$ cat src/rtl/pcbu_pkg.sv
package pcbu_pkg;
    typedef enum logic [2:0] {
        BK_SEQ   = 3'd0,
        BK_LONG  = 3'd1,
        BK_PAGE  = 3'd2,
        BK_REL   = 3'd3,
        BK_INDEX = 3'd4
    } br_kind_e;
endpackage

$ cat src/rtl/pcbu_seq.sv
module pcbu_seq #(
    parameter int PC_W  = 16,
    parameter int LEN_W = 2
) (
    input  logic [PC_W-1:0]  pc,
    input  logic [LEN_W-1:0] len,
    output logic [PC_W-1:0]  seq
);
    localparam int PAD_W = PC_W - LEN_W;

    always_comb begin
        seq = pc + {{PAD_W{1'b0}}, len};
    end
endmodule

$ cat src/rtl/pcbu_target.sv
module pcbu_target
    import pcbu_pkg::*;
#(
    parameter int BYTE_W = 8,
    parameter int PAGE_W = 11
) (
    input  logic [2:0]          kind,
    input  logic [2*BYTE_W-1:0] seq,
    input  logic [BYTE_W-1:0]   op_hi,
    input  logic [BYTE_W-1:0]   op_lo,
    input  logic [2*BYTE_W-1:0] dptr,
    input  logic [BYTE_W-1:0]   acc,
    output logic [2*BYTE_W-1:0] tgt,
    output logic                redirect
);
    localparam int PC_W  = 2 * BYTE_W;
    localparam int EXT_W = PC_W - BYTE_W;
    localparam int HI_W  = PAGE_W - BYTE_W;

    logic [PC_W-1:0] long_t, page_t, rel_t, idx_t;

    always_comb begin
        long_t = {op_hi, op_lo};
        page_t = {seq[PC_W-1:PAGE_W], op_hi[HI_W-1:0], op_lo};
        rel_t  = seq + {{EXT_W{op_lo[BYTE_W-1]}}, op_lo};
        idx_t  = dptr + {{EXT_W{1'b0}}, acc};
    end

    always_comb begin
        redirect = 1'b1;
        unique case (kind)
            BK_LONG:  tgt = long_t;
            BK_PAGE:  tgt = page_t;
            BK_REL:   tgt = rel_t;
            BK_INDEX: tgt = idx_t;
            default: begin
                tgt      = seq;
                redirect = 1'b0;
            end
        endcase
    end

    // a paged target never leaves the page of the following instruction
    always_comb begin
        if (kind == BK_PAGE) begin
            assert_page_kept_R5: assert (tgt[PC_W-1:PAGE_W] == seq[PC_W-1:PAGE_W]);
        end
    end
endmodule

$ cat src/rtl/pcbu_lookup.sv
module pcbu_lookup #(
    parameter int PC_W  = 16,
    parameter int ACC_W = 8
) (
    input  logic [PC_W-1:0]  seq,
    input  logic [PC_W-1:0]  dptr,
    input  logic [ACC_W-1:0] acc,
    input  logic             use_pc,
    output logic [PC_W-1:0]  addr
);
    localparam int PAD_W = PC_W - ACC_W;

    logic [PC_W-1:0] base;

    always_comb begin
        base = use_pc ? seq : dptr;
        addr = base + {{PAD_W{1'b0}}, acc};
    end
endmodule

$ cat src/rtl/pc_branch_unit.sv
module pc_branch_unit #(
    parameter int BYTE_W = 8,
    parameter int PAGE_W = 11,
    parameter int LEN_W  = 2
) (
    input  logic                clk,
    input  logic                rst,
    input  logic                step,
    input  logic [LEN_W-1:0]    ins_len,
    input  logic [2:0]          br_kind,
    input  logic                taken,
    input  logic [BYTE_W-1:0]   op_hi,
    input  logic [BYTE_W-1:0]   op_lo,
    input  logic [2*BYTE_W-1:0] dptr,
    input  logic [BYTE_W-1:0]   acc,
    input  logic                lookup_pc,
    output logic [2*BYTE_W-1:0] pc_q,
    output logic [2*BYTE_W-1:0] seq_addr,
    output logic [2*BYTE_W-1:0] target,
    output logic [2*BYTE_W-1:0] lookup_addr
);
    localparam int PC_W = 2 * BYTE_W;

    typedef struct packed {
        logic [PC_W-1:0] pc;
    } pc_state_t;

    pc_state_t st_d, st_q;
    logic      redirect;

    pcbu_seq #(.PC_W(PC_W), .LEN_W(LEN_W)) u_seq (
        .pc  (st_q.pc),
        .len (ins_len),
        .seq (seq_addr)
    );

    pcbu_target #(.BYTE_W(BYTE_W), .PAGE_W(PAGE_W)) u_tgt (
        .kind     (br_kind),
        .seq      (seq_addr),
        .op_hi    (op_hi),
        .op_lo    (op_lo),
        .dptr     (dptr),
        .acc      (acc),
        .tgt      (target),
        .redirect (redirect)
    );

    pcbu_lookup #(.PC_W(PC_W), .ACC_W(BYTE_W)) u_lkp (
        .seq    (seq_addr),
        .dptr   (dptr),
        .acc    (acc),
        .use_pc (lookup_pc),
        .addr   (lookup_addr)
    );

    always_comb begin
        st_d = st_q;
        if (step) begin
            st_d.pc = (taken && redirect) ? target : seq_addr;
        end
    end

    always_ff @(posedge clk) begin
        if (rst) begin
            st_q <= '0;
        end else begin
            st_q <= st_d;
        end
    end

    assign pc_q = st_q.pc;

    assert_reset_zero_R1: assert property (@(posedge clk)
        rst |=> (pc_q == '0));

    assert_hold_idle_R2: assert property (@(posedge clk) disable iff (rst)
        !step |=> $stable(pc_q));

    assert_taken_loads_R9: assert property (@(posedge clk) disable iff (rst)
        (step && taken && br_kind inside {3'd1, 3'd2, 3'd3, 3'd4})
        |=> (pc_q == $past(target)));

    assert_not_taken_seq_R10: assert property (@(posedge clk) disable iff (rst)
        (step && !taken) |=> (pc_q == $past(seq_addr)));

    assert_seq_kind_R8: assert property (@(posedge clk) disable iff (rst)
        (step && !(br_kind inside {3'd1, 3'd2, 3'd3, 3'd4}))
        |=> (pc_q == $past(seq_addr)));
endmodule

$ cat config.mk
export PLATFORM = sky130hd
export DESIGN_NAME = pc_branch_unit
export DESIGN_NICKNAME = d
export VERILOG_FILES = /design/src/rtl/pcbu_pkg.sv /design/src/rtl/pcbu_seq.sv /design/src/rtl/pcbu_target.sv /design/src/rtl/pcbu_lookup.sv /design/src/rtl/pc_branch_unit.sv
export SDC_FILE = /design/constraint.sdc
export NUM_CORES = 1
export LEC_CHECK = 0
export ABC_AREA = 1
export BUFFER_PORTS_ARGS = -buffer_cell sky130_fd_sc_hd__clkbuf_2
export CELL_PAD_IN_SITES_DETAIL_PLACEMENT = 0
export CELL_PAD_IN_SITES_GLOBAL_PLACEMENT = 1
export CORE_MARGIN = 3
export CORE_UTILIZATION = 38
export CTS_BUF_LIST = sky130_fd_sc_hd__clkbuf_16
export DETAILED_ROUTE_END_ITERATION = 8
export GPL_ROUTABILITY_DRIVEN = 0
export GPL_TIMING_DRIVEN = 1
export PLACE_DENSITY_LB_ADDON = 0.15
export SYNTH_ARGS = -nofsm -noshare
export SYNTH_HDL_FRONTEND = slang
export SYNTH_SLANG_ARGS = --single-unit
$ cat constraint.sdc
create_clock -name clk -period 4.44 [get_ports clk]
set_input_delay 0.444 -clock clk [delete_from_list [all_inputs] [get_ports clk]]
set_output_delay 0.444 -clock clk [all_outputs]
set_load 0.03 [all_outputs]
==> results of run 1 <==
cells by family (layout without fill, tap and decap cells):
family,count (synthesis),after routing,share of synthesized area
DFF,16,16,0.0828
xor gates and xnor gates,16,16,0.0420
and+or+nand+nor,347,347,0.403
AOI/OAI and AO/OA,146,146,0.221
buffers and inverters,114,220,0.115
adders and majority gates,40,40,0.137
synth_stat cells (2+ instances only):
cell type  count  area [µm²]
a21o_1         2        15.0
a21oi_1       70         350
a31oi_1        3        18.8
a32oi_1        3        26.3
buf_2          5        25.0
clkbuf_1       8        30.0
dfxtp_1       16         320
fa_1           4        80.1
ha_1          36         450
inv_1         95         357
inv_2          4        15.0
nand2_1      192         721
nand2_2       14        87.6
nand3_1       57         285
nand3_2        4        40.0
nand3b_1       5        37.5
nand4_1        9        56.3
nor2_1        44         165
nor2_2         5        31.3
nor2_4         3        33.8
nor3_1         5        25.0
nor3_2         2        20.0
o2111ai_1      2        17.5
o211ai_1       4        30.0
o21a_1         9        67.6
o21ai_0       38         190
o21ai_1        2        10.0
o21ai_2        4        35.0
o21ai_4        2        32.5
o21bai_1       3        22.5
or2_2          4        25.0
xnor2_1        5        43.8
xnor2_2        2        32.5
xor2_1         8        70.1
metrics by stage:
stage          total power (W)  setup slack, ps  instances  area [µm²]
2_1_floorplan         0.000622              374        679        3870
3_3_place_gp          0.000804              446        914        4550
3_5_place_dp          0.000808              355        914        4550
4_1_cts               0.000989              312        918        4630
5_1_grt                0.00106              103        918        4640
6_report              0.000985              433        918        4640
power breakdown:
part	internal (W)	switching (W)
combinational	0.000195	0.000443
sequential	0.000153	0.0000147
clock	0.000120	0.0000584
total	0.000468	0.000516
final cells by class:
class                   count  area, µm²
clock buffers               3       75.1
clock inverters             1       3.75
fillers                  1155       5180
inverters                 100        375
multi-input cells         549       3110
flip-flops and latches     16        320
well taps                 133        166
repair buffers            116        588
routing by layer:
metal	GRT usage	up-vias
met4	0.0365	0
met5	0	-
met3	0.0259	20
met1	0.311	2170
met2	0.435	148
li1	-	2447
worst max-delay path, cell delays in order, from the launching register on:
cell	delay (ps)
dfxtp_1	320
ha_1	220
fa_1	400
nand2_2	130
inv_1	60
nor2_2	200
inv_1	100
o21ai_0	200
ha_1	310
a21oi_1	160
nand2_1	100
a31oi_1	230
o21ai_0	180
nand2_1	90
nand2_1	50
nand2_1	150
nor2_1	80
nand2_1	60
nand2_1	50
nand2_1	50
clkbuf_2	190
how the worst max path moves through the flow:
stage,from,depth (start not counted),end,slack [ps]
finish,pc_q[0],20,lookup_addr[13],430
detailed placement,ins_len[0],19,lookup_addr[11],360
floorplan,pc_q[0],16,target[9],370
global route,pc_q[0],20,lookup_addr[13],100
CTS,pc_q[0],18,lookup_addr[11],310
global placement,ins_len[0],21,lookup_addr[13],450
==> flow_summary.toml, run 1 <==
[die]
die_area_um2 = 11400
start_util = 0.394
fp.coreArea_um2 = 9820
rows = 36
num_io_pins = 114
dieHeight_um = 107
die_x_um = 107

[place]
portBuffers = 113
dpl.hpwl_um = 11800

[clock_network]
cts_resized = 0
post_cts_buffers = 0
cts.clk_slew.worst_paths_ps = 50
ctsLongestPathBuffers = 2
clk_latency_ps = 250
cts-buffers-inserted = 3
h-tree-depth = 1
hold_buffers = 0
cts_tree = "built"
root_buffer = "clkbuf_16"
cts_sinks = 16

[timing]
rsz0062_at_grt = "false"
worst_slew_pin_slew_ps = 740
maxSlewHeadroom = 0.504
fin_worst_skew_ps = 3.12
period_minus_slack_ps = 4010
hold_viol = 0
fin_crit_sh = 0.902
setup_viol = 0
drv_slew = 0
finalSetupTns_ps = 0
whs_ps = 512
fmax_mhz = 250

[synth]
synth_edf_count = 0
synth_nets = 769
synth-seq-area-share = 0.0828
async_reset_ff_frac = 0
ys_types = 44
synth_cells = 679
ys_seq_elements = 16
synth_ff_type = "dfxtp_1"
yosysWarnings = 0
avgSynthCellArea_um2 = 5.70
syn_area_um2 = 3870

[global_route]
overflow = 0
grt_util_all_layers = 0.240
grt_max_degree = 28
grt_pass1_vias = 4517
antenna_found_initial = 0
grt_pass1_wl_um = 22300

[finish]
largest_reg_flops = 16
diodes = 0
drive_above_1_share = 0.215
area_growth_pct = 19.8
utilization = 0.472
final_cell_mix = "nand2_1 (192), clkbuf_2 (113), inv_1 (95)"
nNetsFinal = 876
layout_commonest_cell = "nand2_1"

[routing]
met1_length_um = 5980
route.vias.total = 4785
dr_wl_met3_um = 852
antenna_left = 0
drtIter0Drc = 251
top_layer_used = "met4"
vias_per_cell = 5.21
wl_per_cell_um = 15.0
drc = 0
wirelength_um = 13700
drtPass1Iterations = 6
wl_met2_um = 6680

[status]
outcome = "complete, no violations"

[critical_path]
cp.arrival_ps = 3560
r2r_setup_slack_ps = 1180
r2r_end = "pc_q[11]"
cp-start-kind = "register"
r2r_cells = 19
timing.rr.start = "pc_q[0]"
worstSetupEndpointType = "output port"
worstPathRequired_ps = 4000
critPathKind = "reg -> out"
crit_fanout = 4

[pwr]
peakVddDrop_mv = 0.119
p_leak_nw = 2.48
power_density_nw_per_um2 = 212

[hold_path]
hp-start = "pc_q[15]"
hold_path.class = "reg -> reg"
min_to = "pc_q[15]"
hold_path_depth = 2

[flow_run]
cap_violations = 0
Power figures use the tool's default switching activity.
==> inputs of run 2 (changes only) <==
--- a/config.mk
+++ b/config.mk
@@ -15,6 +15,7 @@
 export DETAILED_ROUTE_END_ITERATION = 8
 export GPL_ROUTABILITY_DRIVEN = 0
 export GPL_TIMING_DRIVEN = 1
+export MAX_ROUTING_LAYER = met4
 export PLACE_DENSITY_LB_ADDON = 0.15
 export SYNTH_ARGS = -nofsm -noshare
 export SYNTH_HDL_FRONTEND = slang
==> run 2 against run 1 <==
Setup slack better by 16 ps. Cell count is the same. Total power about the same. Critical path type unchanged. Critical endpoint unchanged.
==> flow_summary.toml, run 2 (synthesized netlist as in run 1, its figures left out) <==
[hold_path]
hold_path.class = "in -> reg"

[pwr]
p_leak_nw = 2.48
p_clk_frac = 0.181
power_density_nw_per_um2 = 212
p_int_w = 0.000468
switchingPower_w = 0.000516
peakVddDrop_mv = 0.119
swShare = 0.524
p_seq_frac = 0.170
p_comb_frac = 0.649

[critical_path]
cp.arrival_ps = 3550
worstPathRequired_ps = 4000
slowest_stage = "fa_1"
critPathTopFamily = "simple AND/OR/NAND/NOR gates"
path_buf_inv = 3
critPathKind = "reg -> out"
cp_common_cell = "nand2_1"
crit_fanout = 4
worstSetupEndpointType = "output port"
cp-start-kind = "register"
path_cells = "ha_1 -> fa_1 -> nand2_2 -> inv_1 -> nor2_2 -> inv_1 -> o21ai_0 -> ha_1 -> a21oi_1 -> nand2_1 -> a31oi_1 -> o21ai_0 -> nand2_1 -> nand2_1 -> nand2_1 -> nor2_1 -> nand2_1 -> nand2_1 -> nand2_1 -> clkbuf_2"
critical-path-max-stage-delay_ps = 400

[timing]
maxSlewHeadroom = 0.507
whs_ps = 494
period_minus_slack_ps = 3990
rsz0062_at_grt = "false"
finalSetupTns_ps = 0
fin_crit_sh = 0.899
hold_viol = 0
setup_ws_ps = 449
fmax_mhz = 251
worst_slew_pin_slew_ps = 734
drv_slew = 0
setup_viol = 0
fin_worst_skew_ps = 1.72

[clock_network]
h-tree-depth = 1
ctsLongestPathBuffers = 2
cts_tree = "built"
clk_latency_ps = 250
root_buffer = "clkbuf_16"
hold_buffers = 0
cts-buffers-inserted = 3
cts.clk_slew.worst_paths_ps = 50
cts_sinks = 16

[finish]
multiInputGateArea_um2 = 3110
diodes = 0
n_fill_cell = 1155
nNetsFinal = 876
area_growth_pct = 19.8
regArea_um2 = 320
layout_commonest_cell = "nand2_1"
final_cell_mix = "nand2_1 (192), clkbuf_2 (113), inv_1 (95)"
largest_reg_flops = 16
stdcell_area_um2 = 4640
utilization = 0.472
drive_above_1_share = 0.215

[global_route]
grt_pass1_wl_um = 22300
grt_util_all_layers = 0.246
overflow = 0
grt_max_degree = 28
antenna_found_initial = 0
grt_pass1_vias = 4524

[die]
fp.coreArea_um2 = 9820
die_x_um = 107
dieHeight_um = 107
start_util = 0.394
num_io_pins = 114
rows = 36
die_area_um2 = 11400

[routing]
antenna_left = 0
top_layer_used = "met4"
drtIter0Drc = 308
met1_length_um = 6080
wirelength_um = 13700
drc = 0
wl_per_cell_um = 14.9
wl_met2_um = 6640
drtPass1Iterations = 5
vias_per_cell = 5.15
dr_wl_met3_um = 780
route.vias.total = 4730

[place]
place_area_um2 = 4550
dpl.hpwl_um = 11800
post-place-ws_ps = 355
portBuffers = 113

[flow_run]
cap_violations = 0

[status]
outcome = "complete, no violations"
-- run 2: cell counts in the layout (fill, tap and decap cells not counted) --
No cell type changed its count.
-- run 2: layer usage --
layer / vias to the layer above / track usage
li1: 2446 / -
met1: 2110 / 0.314
met2: 158 / 0.436
met3: 16 / 0.0199
met4: 0 / 0.0365
met5: - / -
-- run 2: path summary, 6_finish.rpt --
kind                                from         endpoint  slack [ps]  depth (start not counted)
worst max register to register   pc_q[0]         pc_q[15]        1180                         22
worst min-delay path                step          pc_q[1]         490                          2
worst min register to register  pc_q[15]         pc_q[15]         520                          2
worst max-delay path             pc_q[0]  lookup_addr[13]         450                         20
-- run 2: timing repair --
action / in CTS / in global routing
setup buffers: 0 / 0
resized for setup: 0 / 1
setup endpoints to repair: 0 / 1
-- run 2: power by group through the flow --
stage	Sequential, W	Combinational, W	Clock (W)
4_1_cts	0.000168	0.000640	0.000181
6_report	0.000168	0.000638	0.000178
3_3_place_gp	0.000171	0.000634	0
2_1_floorplan	0.000185	0.000437	0
3_5_place_dp	0.000171	0.000638	0
5_1_grt	0.000170	0.000704	0.000184
-- run 2: through the flow --
step                      instances  total power [W]
after CTS                       918         0.000989
after detailed placement        914         0.000808
after floorplan                 679         0.000622
after global placement          914         0.000804
final                           918         0.000984
after global routing            918          0.00106
-- run 2: layout make-up --
type | instances | area share
inverters | 100 | 0.0810
clock inverters | 1 | 0.000810
flip-flops and latches | 16 | 0.0691
repair buffers | 116 | 0.127
well taps | 133 | 0.0359
clock buffers | 3 | 0.0162
multi-input cells | 549 | 0.670
